`src/rtl/serial_tx_pkg.sv`:
```
package serial_tx_pkg;
    // Source of the bits loaded into the shifter at a character boundary.
    typedef enum logic [2:0] {
        SRC_NONE     = 3'd0,
        SRC_PREAMBLE = 3'd1,
        SRC_BREAK    = 3'd2,
        SRC_GAP      = 3'd3,
        SRC_DATA     = 3'd4
    } load_src_e;
endpackage

```
`src/rtl/serial_tx_hold.sv`:
```
module serial_tx_hold #(
    parameter int DATA_W = 8
) (
    input  logic              clk,
    input  logic              rst_n,
    input  logic              wr_stb,
    input  logic [DATA_W-1:0] wr_data,
    input  logic              take,
    output logic              full,
    output logic [DATA_W-1:0] data
);
    typedef struct packed {
        logic              full;
        logic [DATA_W-1:0] data;
    } hold_t;

    hold_t hold_d, hold_q;

    always_comb begin
        hold_d = hold_q;
        if (take) begin
            hold_d.full = 1'b0;
        end else if (wr_stb && !hold_q.full) begin
            hold_d.full = 1'b1;
            hold_d.data = wr_data;
        end
    end

    always_ff @(posedge clk or negedge rst_n) begin
        if (!rst_n) begin
            hold_q <= '0;
        end else begin
            hold_q <= hold_d;
        end
    end

    assign full = hold_q.full;
    assign data = hold_q.data;

    assert_write_fills_R4: assert property (@(posedge clk) disable iff (!rst_n)
        (wr_stb && !full) |=> full);
    assert_ignored_write_R5: assert property (@(posedge clk) disable iff (!rst_n)
        (wr_stb && full && !take) |=> $stable(data));
    assert_take_needs_data_R4: assert property (@(posedge clk) disable iff (!rst_n)
        take |-> full);
    assert_take_empties_R4: assert property (@(posedge clk) disable iff (!rst_n)
        take |=> !full);
endmodule

```
`src/rtl/serial_tx_frame.sv`:
```
module serial_tx_frame #(
    parameter int DATA_W = 8,
    localparam int FW = DATA_W + 3,
    localparam int CW = $clog2(FW + 1)
) (
    input  logic [DATA_W-1:0] data,
    input  logic              nine_bit,
    input  logic              ninth_bit,
    output logic [FW-1:0]     frame,
    output logic [CW-1:0]     frame_len
);
    // Bit 0 leaves first: start, data LSB first, optional ninth, stop.
    always_comb begin
        frame              = '1;
        frame[0]           = 1'b0;
        frame[DATA_W:1]    = data;
        frame[DATA_W+1]    = nine_bit ? ninth_bit : 1'b1;
        frame_len          = nine_bit ? CW'(FW) : CW'(FW - 1);
    end
endmodule

```
`src/rtl/serial_tx_shift.sv`:
```
module serial_tx_shift
    import serial_tx_pkg::*;
#(
    parameter int DATA_W = 8,
    localparam int FW = DATA_W + 3,
    localparam int CW = $clog2(FW + 1)
) (
    input  logic          clk,
    input  logic          rst_n,
    input  logic          bit_tick,
    input  logic          tx_en,
    input  logic          brk,
    input  logic          hold_full,
    input  logic [FW-1:0] frame,
    input  logic [CW-1:0] frame_len,
    output logic          txd,
    output logic          take,
    output logic          idle_tick
);
    typedef struct packed {
        logic [FW-1:0] sh;
        logic [CW-1:0] cnt;
        logic          txd;
        logic          pend;
        logic          post_brk;
    } shift_t;

    shift_t    sh_d, sh_q;
    load_src_e src;
    logic      free;
    logic [FW-1:0] vec;
    logic [CW-1:0] len;

    assign free = (sh_q.cnt == '0);

    // Pick what to load at a character boundary, in priority order.
    always_comb begin
        src = SRC_NONE;
        if (tx_en && bit_tick && free) begin
            if (sh_q.pend)           src = SRC_PREAMBLE;
            else if (brk)            src = SRC_BREAK;
            else if (sh_q.post_brk)  src = SRC_GAP;
            else if (hold_full)      src = SRC_DATA;
        end
    end

    always_comb begin
        sh_d      = sh_q;
        take      = 1'b0;
        idle_tick = 1'b0;
        vec       = '1;
        len       = '0;
        unique case (src)
            SRC_PREAMBLE: begin vec = '1;    len = frame_len; end
            SRC_BREAK:    begin vec = '0;    len = frame_len; end
            SRC_GAP:      begin vec = '1;    len = CW'(1);    end
            SRC_DATA:     begin vec = frame; len = frame_len; end
            default:      begin vec = '1;    len = '0;        end
        endcase

        if (!tx_en) begin
            sh_d.sh       = '1;
            sh_d.cnt      = '0;
            sh_d.txd      = 1'b1;
            sh_d.pend     = 1'b1;
            sh_d.post_brk = 1'b0;
        end else if (bit_tick) begin
            if (free) begin
                if (src == SRC_PREAMBLE) sh_d.pend     = 1'b0;
                if (src == SRC_BREAK)    sh_d.post_brk = 1'b1;
                if (src == SRC_GAP)      sh_d.post_brk = 1'b0;
                if (src == SRC_DATA)     take          = 1'b1;
                if (src == SRC_NONE) begin
                    idle_tick = 1'b1;
                    sh_d.txd  = 1'b1;
                end else begin
                    sh_d.txd = vec[0];
                    sh_d.sh  = vec >> 1;
                    sh_d.cnt = len - CW'(1);
                end
            end else begin
                sh_d.txd = sh_q.sh[0];
                sh_d.sh  = sh_q.sh >> 1;
                sh_d.cnt = sh_q.cnt - CW'(1);
            end
        end
    end

    always_ff @(posedge clk or negedge rst_n) begin
        if (!rst_n) begin
            sh_q <= '{sh: '1, cnt: '0, txd: 1'b1, pend: 1'b1, post_brk: 1'b0};
        end else begin
            sh_q <= sh_d;
        end
    end

    assign txd = sh_q.txd;

    assert_line_high_when_off_R8: assert property (@(posedge clk) disable iff (!rst_n)
        !tx_en |=> txd);
    assert_line_moves_on_tick_R2: assert property (@(posedge clk) disable iff (!rst_n)
        (tx_en && !bit_tick) |=> $stable(txd));
    assert_break_drives_low_R10: assert property (@(posedge clk) disable iff (!rst_n)
        (take && brk) |-> 1'b0 == (take && brk));
    assert_single_load_R6: assert property (@(posedge clk) disable iff (!rst_n)
        $onehot0({take, idle_tick}));
endmodule

```
`src/rtl/serial_tx_dbuf.sv`:
```
module serial_tx_dbuf #(
    parameter int DATA_W = 8,
    localparam int FW = DATA_W + 3,
    localparam int CW = $clog2(FW + 1)
) (
    input  logic              clk,
    input  logic              rst_n,
    input  logic              bit_tick,
    input  logic              tx_en,
    input  logic              nine_bit,
    input  logic              ninth_bit,
    input  logic              brk,
    input  logic              wr_stb,
    input  logic [DATA_W-1:0] wr_data,
    output logic              txd,
    output logic              tdre,
    output logic              tc
);
    typedef struct packed {
        logic tc;
    } top_t;

    top_t top_d, top_q;

    logic              hold_full;
    logic [DATA_W-1:0] hold_data;
    logic              take;
    logic              idle_tick;
    logic [FW-1:0]     frame;
    logic [CW-1:0]     frame_len;

    serial_tx_hold #(.DATA_W(DATA_W)) u_hold (
        .clk     (clk),
        .rst_n   (rst_n),
        .wr_stb  (wr_stb),
        .wr_data (wr_data),
        .take    (take),
        .full    (hold_full),
        .data    (hold_data)
    );

    serial_tx_frame #(.DATA_W(DATA_W)) u_frame (
        .data      (hold_data),
        .nine_bit  (nine_bit),
        .ninth_bit (ninth_bit),
        .frame     (frame),
        .frame_len (frame_len)
    );

    serial_tx_shift #(.DATA_W(DATA_W)) u_shift (
        .clk       (clk),
        .rst_n     (rst_n),
        .bit_tick  (bit_tick),
        .tx_en     (tx_en),
        .brk       (brk),
        .hold_full (hold_full),
        .frame     (frame),
        .frame_len (frame_len),
        .txd       (txd),
        .take      (take),
        .idle_tick (idle_tick)
    );

    always_comb begin
        top_d = top_q;
        if (wr_stb && !hold_full) top_d.tc = 1'b0;
        else if (idle_tick)       top_d.tc = 1'b1;
    end

    always_ff @(posedge clk or negedge rst_n) begin
        if (!rst_n) begin
            top_q <= '{tc: 1'b1};
        end else begin
            top_q <= top_d;
        end
    end

    assign tdre = !hold_full;
    assign tc   = top_q.tc;

    assert_complete_implies_empty_R6: assert property (@(posedge clk) disable iff (!rst_n)
        tc |-> tdre);
    assert_write_clears_complete_R4: assert property (@(posedge clk) disable iff (!rst_n)
        (wr_stb && tdre) |=> !tc);
    assert_complete_rises_idle_R6: assert property (@(posedge clk) disable iff (!rst_n)
        $rose(tc) |-> txd);
endmodule

```
`config.mk`:
```
export PLATFORM = sky130hd
export DESIGN_NAME = serial_tx_dbuf
export DESIGN_NICKNAME = d
export VERILOG_FILES = /design/src/rtl/serial_tx_pkg.sv /design/src/rtl/serial_tx_hold.sv /design/src/rtl/serial_tx_frame.sv /design/src/rtl/serial_tx_shift.sv /design/src/rtl/serial_tx_dbuf.sv
export SDC_FILE = /design/constraint.sdc
export NUM_CORES = 1
export LEC_CHECK = 0
export ABC_AREA = 1
export BUFFER_PORTS_ARGS = -buffer_cell sky130_fd_sc_hd__buf_2
export CAP_MARGIN = 20
export CORE_ASPECT_RATIO = 1.25
export CORE_MARGIN = 2
export CORE_UTILIZATION = 56
export DETAILED_ROUTE_END_ITERATION = 8
export PLACE_DENSITY = 0.84
export SYNTH_ARGS = -nofsm -noshare
export SYNTH_HDL_FRONTEND = slang
export SYNTH_SLANG_ARGS = --single-unit
```
`constraint.sdc`:
```
create_clock -name clk -period 2.1 [get_ports clk]
set_input_delay 0.21 -clock clk [delete_from_list [all_inputs] [get_ports clk]]
set_output_delay 0.21 -clock clk [all_outputs]
set_load 0.02 [all_outputs]
```
# Word level (Yosys, flattened, before mapping)
# Index checks and enable logic that the tools add are counted.
[word_totals]
in_bits = 16
out_inout_bits = 3
ff_bits = 28
[classes]
muxes = 30
n_addsub = 2
n_bitwise = 1
n_eq_ne = 9
reduce_logical = 13
[ops]
columns = ["cell", "n"]
rows = [
  ["2-to-1 mux 18 bit", 2],
  ["one-hot mux 11 bit (2 select lines)", 1],
  ["2-to-1 mux 1 bit", 17],
  ["2-to-1 mux 16 bit", 1],
  ["2-to-1 mux 15 bit", 1],
  ["2-to-1 mux 3 bit", 5],
  ["2-to-1 mux 9 bit", 1],
  ["one-hot mux 4 bit (2 select lines)", 1],
  ["subtractor 4 x 1 -> 4 bit, second input constant", 2],
  ["== test 3 x 2 -> 1 bit, second input constant", 2],
  ["AND reduction 3 bit", 2],
  ["zero test 4 bit", 1],
  ["!= test 2 x 1 -> 1 bit, second input constant", 2],
  ["AND reduction 2 bit", 2],
  ["nonzero test 2 bit", 2],
  ["== test 3 x 1 -> 1 bit, second input constant", 1],
  ["== test 3 bit, second input constant", 1],
  ["logical AND 1 bit", 3],
  ["zero test 3 bit", 1],
  ["!= test 3 x 1 -> 1 bit, second input constant", 1],
  ["!= test 3 bit, second input constant", 1],
  ["OR reduction 3 bit", 1],
  ["2-to-1 mux 2 bit", 1],
  ["!= test 2 bit, second input constant", 1],
  ["other kinds (2)", 2],
]

# Longest topological paths before layout
# Gate-level depths: netlist of run 1.
[depth]
ltp_word = 13
ltp_mapped = 12

# Modules after synthesis
# A second synthesis of run 1 with hierarchy kept.
[unflattened]
cells_unflattened = 210
hier_area_um2 = 1621.6
[by_module_without_submodules]
columns = ["module", "area_per_inst_um2", "n_inst", "cells_per_inst", "seq_area_each_um2"]
rows = [
  ["serial_tx_shift", 1079.8, 1, 148, 466.7],
  ["serial_tx_hold", 376.6, 1, 38, 225.2],
  ["serial_tx_frame", 120.1, 1, 18, 0.0],
  ["serial_tx_dbuf", 45.0, 1, 6, 26.3],
]

# Worst setup path before layout of run 1
# Ideal clock, no wire load.
[synth_path]
path_kind = "register -> register"
startpoint = "reg u_shift.sh_q[1] (netlist name)"
endpoint = "reg u_shift.sh_q[5] (netlist name)"
path_slack_ns = 0.590
t_required_ns = 1.981
n_path_buf = 1
period_less_slack_ns = 1.510
arrival_ns = 1.391
stages_incl_launch_ff = 13
cell_sequence = "dfstp_2 inv_1 nand2_1 nor2_1 nand2_2 buf_6 nand4_2 nand2_2 inv_2 nor2_1 nand3_1 nand2_1 nor2_1"
[synth_via]
elab_chain_len = 10
elab_cells_between_ends = 16
cone_classes = "add/sub (1); eq/ne (5); mux (7); reduce/logical (3)"
[synth_rtl]
columns = ["item", "line_no", "text"]
rows = [
  ["start, declared", "serial_tx_shift.sv:28", "shift_t sh_d, sh_q;"],
  ["start signal, assigned", "serial_tx_shift.sv:91", "sh_q <= '{sh: '1, cnt: '0, txd: 1'b1, pend: 1'b1, post_brk: 1'b0};"],
  ["2-to-1 mux 3 bit (*)", "serial_tx_shift.sv:40", "if (sh_q.pend) src = SRC_PREAMBLE;"],
  ["2-to-1 mux 3 bit (*)", "serial_tx_shift.sv:39", "if (tx_en && bit_tick && free) begin"],
  ["== test 3 bit (tied with other cells)", "serial_tx_shift.sv:53", "unique case (src)"],
  ["OR reduction 3 bit (no line)", "n/a", ""],
  ["one-hot mux 4 bit (2 select lines)", "serial_tx_shift.sv:53", ""],
  ["subtractor 4 x 1 -> 4 bit", "serial_tx_shift.sv:79", "sh_d.cnt = len - CW'(1);"],
  ["2-to-1 mux 15 bit", "serial_tx_shift.sv:73", "if (src == SRC_NONE) begin"],
  ["2-to-1 mux 16 bit", "serial_tx_shift.sv:68", "if (free) begin"],
  ["2-to-1 mux 18 bit", "serial_tx_shift.sv:67", "end else if (bit_tick) begin"],
  ["2-to-1 mux 18 bit", "serial_tx_shift.sv:61", "if (!tx_en) begin"],
]
# Every way passes the cells marked *; elsewhere a longest branch is shown, timed or not. The select of a mux whose other input is x is not followed.
# A chain may end at the register's enable or synchronous reset.

# Worst setup path after layout of run 1
[layout_path]
startpoint = "reg u_shift.sh_q[4] (netlist name)"
endpoint = "reg u_shift.sh_q[7] (netlist name)"
[layout_via]
elab_chain_len = 9
elab_cells_between_ends = 13
cone_classes = "eq/ne (3); mux (6); reduce/logical (4)"
[layout_rtl]
columns = ["item", "line_no", "text"]
rows = [
  ["zero test 4 bit (*)", "serial_tx_shift.sv:34", "assign free = (sh_q.cnt == '0);"],
  ["logical AND 1 bit", "serial_tx_shift.sv:39", ""],
  ["2-to-1 mux 3 bit", "serial_tx_shift.sv:39", ""],
  ["== test 3 bit or == test 3 x 2 -> 1 bit (tied branches)", "serial_tx_shift.sv:53", ""],
  ["one-hot mux 11 bit (2 select lines)", "serial_tx_shift.sv:53", ""],
  ["2-to-1 mux 15 bit", "serial_tx_shift.sv:73", ""],
  ["2-to-1 mux 16 bit", "serial_tx_shift.sv:68", ""],
  ["2-to-1 mux 18 bit", "serial_tx_shift.sv:67", ""],
  ["2-to-1 mux 18 bit", "serial_tx_shift.sv:61", ""],
]
# Marks and branches as above.

==> results of run 1 <==
==> cell families (layout without fill, tap and decap cells) <==
| family | Yosys count | in the layout |
|---|---|---|
| flops | 28 | 28 |
| compound gates | 34 | 34 |
| buf+inv | 27 | 47 |
| simple gates | 88 | 88 |
==> sequential cells by signal, indices dropped and copies added, names as in the netlist <==
signal and cells:
u_shift.sh_q 17, tc 1, u_shift.txd 1, u_hold.full 1, u_hold.data 8
==> routing by layer <==
metal  vias up  part of all wire (%)
li1        608                     -
met1       574                    44
met2        17                    52
met3         2                   2.4
met4         0                  0.82
met5         -                     0
==> cell type report <==
cell class | instances | share of cell area [%]
Multi-Input combinational cell | 122 | 37.7
Clock buffer | 3 | 1.39
Clock inverter | 1 | 1.86
Timing Repair Buffer | 20 | 6.66
Sequential cell | 28 | 44.5
Tap cell | 33 | 2.56
Inverter | 23 | 5.34
==> worst max-delay path, delay by kind of cell, from the launching register on <==
family	cells	cell delay (ns)
AND/OR/NAND/NOR	7	0.95
buffers and inverters	2	0.23
AO/OA/AOI/OAI	2	0.23
flip-flops	1	0.43
==> through the flow <==
step | hold slack (ns) | worst slack (ns) | power [mW]
4_1_cts | 0.0720 | 0.226 | 2.24
3_5_place_dp | 0.247 | 0.268 | 1.88
6_report | 0.0727 | 0.204 | 2.23
2_1_floorplan | -0.0856 | 0.590 | 1.69
5_1_grt | 0.0707 | 0.0434 | 2.42
3_3_place_gp | 0.235 | 0.387 | 1.82
==> worst paths after layout <==
kind,end,slack [ns],cells past startpoint
min,u_hold.data[1],0.07,3
min in group asynchronous,u_shift.sh_q[0],0.40,2
max in group asynchronous,u_shift.sh_q[4],1.31,2
max reg2reg,u_shift.sh_q[7],0.20,11
min reg2reg,u_shift.sh_q[8],0.48,2
max,u_shift.sh_q[7],0.20,11
==> power breakdown <==
part,internal [mW],switching (mW),total (mW)
logic,0.315,0.604,0.919
clock network,0.193,0.159,0.352
registers,0.842,0.121,0.963
total,1.35,0.884,2.23
==> cell usage after synthesis, types with 2 or more instances <==
master | number | area [um2]
a21oi_1 | 7 | 35.0
buf_4 | 2 | 15.0
clkinv_1 | 2 | 7.51
dfrtp_1 | 14 | 350
nor2_2 | 2 | 12.5
inv_1 | 16 | 60.1
nand2_2 | 4 | 25.0
dfstp_2 | 14 | 368
o211ai_1 | 8 | 60.1
o21ai_1 | 2 | 10.0
inv_2 | 5 | 18.8
nand2_1 | 51 | 191
nand3_2 | 2 | 20.0
nor2_1 | 14 | 52.6
o21ai_0 | 17 | 85.1
nand3_1 | 7 | 35.0
==> what timing repair did <==
action	CTS	global route
hold buffers	1	0
buffers inserted	0	0
hold endpoints to repair	14	0
==> flow_metrics.env, run 1 <==
export IMPL_antenna_found_initial=0
export IMPL_synth_area_per_cell_um2=8.16
export IMPL_fmax_mhz=527
export IMPL_syn_area_um2=1440
export IMPL_coreArea_um2=2450
export IMPL_port_buffers=18
export IMPL_via_per_inst=5.22
export IMPL_p_per_area_nw_per_um2=1380
export IMPL_numCtsBuffers=3
export IMPL_maxCapViolCount=0
export IMPL_syn2layout_area_growth_pct=11.9
export IMPL_synthMuxAreaShare_pct=0
export IMPL_cts_root_buf="clkbuf_4"
export IMPL_synthAdderAreaFrac_pct=0
export IMPL_r2r_start="u_shift.sh_q[4]"
export IMPL_final_util_pct=65.9
export IMPL_fp_dieH_um=60.8
export IMPL_synth_flop_cell="dfstp_2"
export IMPL_synth_edf_count=0
export IMPL_synthArstFlopShare_pct=100
export IMPL_use_met1_pct=25.0
export IMPL_die_x_um=49.4
export IMPL_final_hold_violation_count=0
export IMPL_gp_congestion=0.803
export IMPL_fin_cells=230
export IMPL_setup_viol=0
export IMPL_clkTransAtPathRegs_ns=0.15
export IMPL_drive_gt1_share_pct=27.9
export IMPL_worstMarginPinSlew_ns=0.602
export IMPL_cp_startpoint="u_shift.sh_q[4]"
export IMPL_status="complete, no violations"
export IMPL_nFillCells=220
export IMPL_cpPeakStageDelay_ns=0.43
export IMPL_grt_pass1_vias=1228
export IMPL_mappedNetlistNets=193
export IMPL_cts_tree="built"
export IMPL_vias=1201
export IMPL_startpoint_type="flop"
export IMPL_period_share_pct=90.3
export IMPL_endpoint_kind="flop"
export IMPL_synthSimpleGateAreaFrac_pct=29.0
export IMPL_grt_busiest_layer="met2"
export IMPL_rsz0062_at_grt="no"
export IMPL_grt_max_degree=29
export IMPL_synth_cell_type_count=26
export IMPL_antenna_left=0
export IMPL_seqCellArea_um2=718
export IMPL_rows=20
export IMPL_finClkSkew_ns=0.00690
export IMPL_grtUsageMet2_pct=43.1
export IMPL_synthXorXnorAreaFrac_pct=0
export IMPL_drt_iter0_drc=35
export IMPL_dp_cells=225
export IMPL_crit_chain="nor2_2 -> nand2_4 -> nor2_8 -> inv_2 -> nor2_1 -> nor3_2 -> nor2_4 -> inv_2 -> a21oi_1 -> o21ai_0 -> nand2_1"
export IMPL_grt_usage_pct=22.2
export IMPL_synth_top_family_by_area="simple AND/OR/NAND/NOR gates"
export IMPL_diodes=0
export IMPL_clock_sinks=28
export IMPL_drc_errors=0
export IMPL_hpwl_um=2120
export IMPL_finalMaxSlewViolations=0
export IMPL_wl_per_cell_um=12.2
export IMPL_first_pass_iters=4
export IMPL_cts_resized=0
export IMPL_initial_core_util_pct=58.9
export IMPL_tns_ns=0
export IMPL_worstSetupPathType="reg -> reg"
export IMPL_grt_pass1_wl_um=5000
export IMPL_path_max_fanout=14
export IMPL_min_delay_start="wr_data[1]"
export IMPL_cp_arrival_ns=2.17
export IMPL_pin_count=19
export IMPL_gr_total_overflow=0
export IMPL_synth_compound_area_share_pct=13.2
export IMPL_insertion_delay_ns=0.33
export IMPL_layout_nets=214
export IMPL_fin_area_um2=1620
export IMPL_leakagePower_nw=0.791
export IMPL_maxSlewHeadroom_pct=59.9
export IMPL_placed_area_um2=1550
export IMPL_irDropWorstVdd_mv=0.850
export IMPL_worstHoldPathType="in -> reg"
export IMPL_yosysWarnings=0
export IMPL_synthCells=177
export IMPL_cpMostUsedCell="inv_2"
export IMPL_post_route_min_period_ns=1.90
export IMPL_h_tree_depth=1
export IMPL_final_common_cell="nand2_1"
export IMPL_use_met3_pct=2.96
export IMPL_cts_path_max_buffers=2
export IMPL_ys_ff_latch=28
export IMPL_crit_required_ns=2.38
export IMPL_ys_seq_area_share_pct=49.7
export IMPL_multi_input_area_um2=609
export IMPL_slowest_stage="dfrtp_1"
export IMPL_layout_common_cells="nand2_1, buf_2, o21ai_0, inv_1"
export IMPL_dieArea_um2=3000
export IMPL_drt_total_wl_um=2810
No activity file was read; power rests on OpenSTA's default activity.
==> run 2: changes to the inputs <==
CELL_PAD_IN_SITES_DETAIL_PLACEMENT = 1   (was unset)
CELL_PAD_IN_SITES_GLOBAL_PLACEMENT = 1   (was unset)
CORE_UTILIZATION = 42   (was 56)
==> run 2 against run 1 <==
Net effect: first-iteration DRC count down 46%; clock-buffer cell count up 1; maximum frequency up 5.9%; register-to-register slack better by 0.11 ns; design area up 1.6%; clock skew up 0.00094 ns; sequential share of layout area down 0.71 points; global-route usage down 1.9 points; worst setup slack better by 0.11 ns; hold slack better by 0.068 ns; critical endpoint unchanged; largest cell class unchanged.
==> flow_metrics.env, run 2 (synthesized netlist as in run 1, its figures left out) <==
export IMPL_rsz0062_at_grt="no"
export IMPL_antenna_found_initial=0
export IMPL_path_max_fanout=14
export IMPL_gr_total_overflow=0
export IMPL_diodes=0
export IMPL_tns_ns=0
export IMPL_port_buffers=18
export IMPL_status="complete, no violations"
export IMPL_regMostFlops="u_shift.sh_q"
export IMPL_reg2reg_depth=11
export IMPL_worstMarginPinSlew_ns=0.641
export IMPL_crit_required_ns=2.33
export IMPL_r2r_slack_ns=0.31
export IMPL_use_met1_pct=23.6
export IMPL_r2r_start="u_shift.sh_q[4]"
export IMPL_drt_iter0_drc=19
export IMPL_first_pass_iters=4
export IMPL_numCtsBuffers=3
export IMPL_layout_common_cells="nand2_1, buf_2, o21ai_0, inv_1"
export IMPL_dp_cells=230
export IMPL_worstSetupPathType="reg -> reg"
export IMPL_final_hold_violation_count=0
export IMPL_p_per_area_nw_per_um2=1410
export IMPL_dieArea_um2=3930
export IMPL_cp_startpoint="u_shift.sh_q[4]"
export IMPL_drc_errors=0
export IMPL_grt_pass1_vias=1406
export IMPL_worstHoldPathType="in -> reg"
export IMPL_insertion_delay_ns=0.28
export IMPL_wl_per_cell_um=15.0
export IMPL_die_x_um=56.4
export IMPL_largest_reg_flops=17
export IMPL_dp_slack_ns=0.375
export IMPL_cts_path_max_buffers=2
export IMPL_irDropWorstVdd_mv=0.808
export IMPL_cts_root_buf="clkbuf_8"
export IMPL_cts_resized=0
export IMPL_layout_nets=215
export IMPL_hpwl_um=2590
export IMPL_cts_setup_buffers=0
export IMPL_use_met3_pct=2.43
export IMPL_finalMaxSlewViolations=0
export IMPL_vias=1235
export IMPL_placed_area_um2=1570
export IMPL_period_share_pct=85.3
export IMPL_grt_usage_pct=20.3
export IMPL_initial_core_util_pct=44.4
export IMPL_post_route_min_period_ns=1.79
export IMPL_layout_setup_ws_ns=0.309
export IMPL_startpoint_type="flop"
export IMPL_grt_busiest_layer="met2"
export IMPL_pin_count=19
export IMPL_maxCapViolCount=0
export IMPL_gp_congestion=0.812
export IMPL_fin_area_um2=1640
export IMPL_finClkSkew_ns=0.00784
export IMPL_grt_max_degree=29
export IMPL_syn2layout_area_growth_pct=13.7
export IMPL_r2r_end="u_shift.sh_q[7]"
export IMPL_cp_arrival_ns=2.02
export IMPL_grt_pass1_wl_um=6330
export IMPL_fmax_mhz=558
export IMPL_endpoint_kind="flop"
export IMPL_holdBufCountCts=1
export IMPL_antenna_left=0
export IMPL_setup_viol=0
export IMPL_fin_cells=235
export IMPL_final_util_pct=50.5
export IMPL_h_tree_depth=1
export IMPL_grtUsageMet2_pct=37.9
export IMPL_endpoint="u_shift.sh_q[7]"
export IMPL_fp_dieH_um=69.6
export IMPL_nFillCells=422
export IMPL_via_per_inst=5.26
export IMPL_cts_tree="built"
export IMPL_maxSlewHeadroom_pct=57.2
export IMPL_rows=23
export IMPL_clock_sinks=28
export IMPL_clkTransAtPathRegs_ns=0.10
export IMPL_leakagePower_nw=0.802
export IMPL_drive_gt1_share_pct=28.3
export IMPL_drt_total_wl_um=3520
export IMPL_final_common_cell="nand2_1"
export IMPL_coreArea_um2=3250
-- run 2: changes by cell type in the layout (fill, tap and decap cells not counted) --
cell / previous run / this run
buf_4: 1 / 2
bufinv_16: 1 / 0
clkbuf_8: 0 / 3
clkbuf_16: 0 / 1
clkbuf_4: 3 / 0
-- run 2: metrics by stage --
step / total power [mW] / hold WS, ns
2_1_floorplan: 1.69 / -0.0856
3_3_place_gp: 1.87 / 0.259
3_5_place_dp: 1.94 / 0.265
4_1_cts: 2.34 / 0.137
5_1_grt: 2.53 / 0.157
6_report: 2.31 / 0.140
-- run 2: report_power, final --
group,internal (mW),switching (mW)
registers,0.843,0.128
logic,0.325,0.636
clock network,0.207,0.170
-- run 2: worst min-delay path by stage --
stage / slack [ns] / to / depth (start not counted) / from
6_report: 0.14 / u_hold.data[4] / 3 / wr_data[4]
5_1_grt: 0.16 / u_hold.data[1] / 3 / wr_data[1]
4_1_cts: 0.14 / u_hold.data[4] / 3 / wr_data[4]
3_5_place_dp: 0.26 / u_shift.sh_q[0] / 1 / rst_n
3_3_place_gp: 0.26 / u_shift.sh_q[0] / 1 / rst_n
2_1_floorplan: -0.09 / u_hold.data[0] / 0 / rst_n
-- run 2: cell type report --
type / count / area, um2 / area share (%)
Sequential cell: 28 / 718 / 43.8
Multi-Input combinational cell: 122 / 609 / 37.1
Clock buffer: 4 / 66.3 / 4.04
Timing Repair Buffer: 21 / 115 / 7.01
Inverter: 23 / 86.3 / 5.26
Tap cell: 37 / 46.3 / 2.82
-- run 2: critical path, stage by stage (launching register included) --
cell and delay [ns]:
dfrtp_1 0.43, nor2_2 0.16, nand2_4 0.10, nor2_8 0.15
inv_2 0.05, nor2_1 0.11, nor3_2 0.08, nor2_4 0.16
inv_2 0.15, a21oi_1 0.17, o21ai_0 0.11, nand2_1 0.06
-- run 2: per-layer routing --
metal / routed length [um] / part of all wire [%]
met2: 1970 / 56
met4: 38 / 1.1
met1: 1440 / 41
met5: 0 / 0
met3: 66 / 1.9
==> run 3: changes to the inputs <==
ABC_AREA = unset   (was 1)
CORE_UTILIZATION = 44   (was 42)
==> run 3 against run 2 <==
Net effect: die area fell by 8.4%; via count fell by 12%; largest cell class unchanged; sequential share of layout area rose by 3.1 points; maximum frequency fell by 4.4%; hold slack got worse by 0.055 ns; wire length fell by 14%; critical endpoint is now u_shift.sh_q[9]; synthesized area fell by 4.6%.
==> flow_metrics.env, run 3 <==
export IMPL_p_total_mw=1.22
export IMPL_ys_ff_latch=28
export IMPL_cts_resized=0
export IMPL_finalMaxSlewViolations=0
export IMPL_clkTransAtPathRegs_ns=0.16
export IMPL_worstSetupPathType="reg -> reg"
export IMPL_synth_top_area_cell="dfstp_2"
export IMPL_yosysWarnings=0
export IMPL_coreArea_um2=2970
export IMPL_use_met1_pct=22.4
export IMPL_drt_total_wl_um=3050
export IMPL_layout_nets=165
export IMPL_period_share_pct=89.2
export IMPL_min_delay_start="wr_data[5]"
export IMPL_use_met3_pct=2.02
export IMPL_via_per_inst=5.89
export IMPL_port_buffers=18
export IMPL_synthAdderAreaFrac_pct=0
export IMPL_drive_gt1_share_pct=35.8
export IMPL_crit_chain="or4_4 -> o21ai_2 -> buf_4 -> a21oi_1 -> o21ai_0"
export IMPL_worstHoldPathType="in -> reg"
export IMPL_slowest_stage="or4_4"
export IMPL_synthXorXnorAreaFrac_pct=0
export IMPL_regMostFlops="u_shift.sh_q"
export IMPL_grt_pass1_wl_um=5150
export IMPL_grtUsageMet2_pct=35.8
export IMPL_dieArea_um2=3600
export IMPL_drt_iter0_drc=6
export IMPL_largest_reg_flops=17
export IMPL_startpoint_type="flop"
export IMPL_insertion_delay_ns=0.34
export IMPL_synth_top_area_share_pct=26.7
export IMPL_grt_max_degree=29
export IMPL_fmax_mhz=534
export IMPL_gp_congestion=0.774
export IMPL_antenna_left=0
export IMPL_finClkSkew_ns=0.0152
export IMPL_irDropWorstVdd_mv=0.440
export IMPL_wl_per_cell_um=16.5
export IMPL_maxCapViolCount=0
export IMPL_synth_cell_type_count=36
export IMPL_synth_area_leaders="dfstp_2, dfrtp_1, mux2_2"
export IMPL_rsz0062_at_grt="no"
export IMPL_first_pass_iters=2
export IMPL_synthArstFlopShare_pct=100
export IMPL_cpPeakStageDelay_ns=0.56
export IMPL_endpoint_kind="flop"
export IMPL_rows=22
export IMPL_grt_usage_pct=20.1
export IMPL_r2r_start="u_shift.sh_q[6]"
export IMPL_cts_path_max_buffers=2
export IMPL_hold_ws_ns=0.0851
export IMPL_crit_required_ns=2.36
export IMPL_synthTopCellsByCount="dfrtp_1, dfstp_2, a21oi_1"
export IMPL_syn2layout_area_growth_pct=11.2
export IMPL_mappedNetlistNets=146
export IMPL_grt_busiest_layer="met2"
export IMPL_initial_core_util_pct=46.3
export IMPL_fp_dieH_um=66.6
export IMPL_layout_common_cells="buf_2, dfstp_2, dfrtp_1, a21oi_1, o21ai_0"
export IMPL_cts_tree="built"
export IMPL_diodes=0
export IMPL_p_per_area_nw_per_um2=797
export IMPL_final_hold_violation_count=0
export IMPL_hpwl_um=2240
export IMPL_grt_pass1_vias=1164
export IMPL_drc_errors=0
export IMPL_synthMuxAreaShare_pct=8.36
export IMPL_tns_ns=0
export IMPL_maxSlewHeadroom_pct=58.5
export IMPL_antenna_found_initial=0
export IMPL_post_route_min_period_ns=1.87
export IMPL_synth_area_per_cell_um2=10.6
export IMPL_synth_top_family_by_area="compound AO/OA/AOI/OAI gates"
export IMPL_pin_count=19
export IMPL_synth_flop_cell="dfstp_2"
export IMPL_setup_viol=0
export IMPL_syn_area_um2=1380
export IMPL_final_common_cell="buf_2"
export IMPL_synth_compound_area_share_pct=22.8
export IMPL_clock_sinks=28
export IMPL_status="complete, no violations"
export IMPL_path_max_fanout=15
export IMPL_gr_total_overflow=0
export IMPL_h_tree_depth=1
export IMPL_cp_startpoint="u_shift.sh_q[6]"
export IMPL_worstMarginPinSlew_ns=0.622
export IMPL_synthCells=130
export IMPL_synth_edf_count=0
export IMPL_synthSimpleGateAreaFrac_pct=12.2
export IMPL_die_x_um=54.0
export IMPL_cp_arrival_ns=2.13
export IMPL_leakagePower_nw=0.653
export IMPL_numCtsBuffers=3
export IMPL_ys_seq_area_share_pct=52.1
export IMPL_final_util_pct=51.5
export IMPL_vias=1083
export IMPL_cts_root_buf="clkbuf_4"
-- run 3: changes by cell type in the layout (fill, tap and decap cells not counted), moves of 7 or more --
cell / change
nand2_1: -44
o21ai_0: -7
nor2_1: -7
o211ai_1: -7
o22ai_1: +8
inv_1: -13
mux2_2: +8
o21a_1: +8
-- run 3: per-layer routing --
layer | wire, um | vias up
met4 | 81 | 0
met5 | 0 | -
met1 | 1310 | 551
met2 | 1590 | 15
li1 | - | 509
met3 | 63 | 8
-- run 3: worst paths after layout --
check	end	slack (ns)	depth (start not counted)
worst max-delay path	u_shift.sh_q[9]	0.23	5
worst min-delay path	u_hold.data[5]	0.09	2
worst max register to register	u_shift.sh_q[9]	0.23	5
worst min register to register	u_shift.sh_q[17]	0.47	2
max in group asynchronous	u_shift.sh_q[4]	1.29	2
min in group asynchronous	u_hold.full	0.40	2
-- run 3: cell type report --
class                           count  area [um2]
Multi-Input combinational cell     89         597
Inverter                            4        15.0
Fill cell                         337        1440
Clock buffer                        4        26.3
Timing Repair Buffer               23         130
Tap cell                           36        45.0
Sequential cell                    28         718
-- run 3: through the flow --
stage / worst slack (ns) / cell area [um2] / cells
after detailed placement: 0.258 / 1500 / 179
after floorplan: 0.428 / 1380 / 130
after global routing: 0.122 / 1530 / 184
final: 0.227 / 1530 / 184
after global placement: 0.330 / 1500 / 179
after CTS: 0.221 / 1530 / 184
-- run 3: cell families (layout without fill, tap and decap cells) --
logic type,Yosys count,in the layout
mux,10,10
buf+inv,13,31
compound gates,50,50
simple gates,29,29
flops,28,28
-- run 3: repair_timing --
item / CTS / global route
buffers inserted: 0 / 0
hold buffers: 1 / 0
hold endpoints to repair: 14 / 0
-- run 3: power by group --
part           total (mW)  switching (mW)  internal, mW
Clock               0.238           0.163        0.0747
Sequential          0.704          0.0580         0.646
Combinational       0.279           0.133         0.146
-- run 3: critical path: cells and delay by family, from the launching register on --
kind,cells,cell delay [ns]
buf+inv,1,0.25
simple gates,1,0.56
flops,1,0.47
compound gates,3,0.52
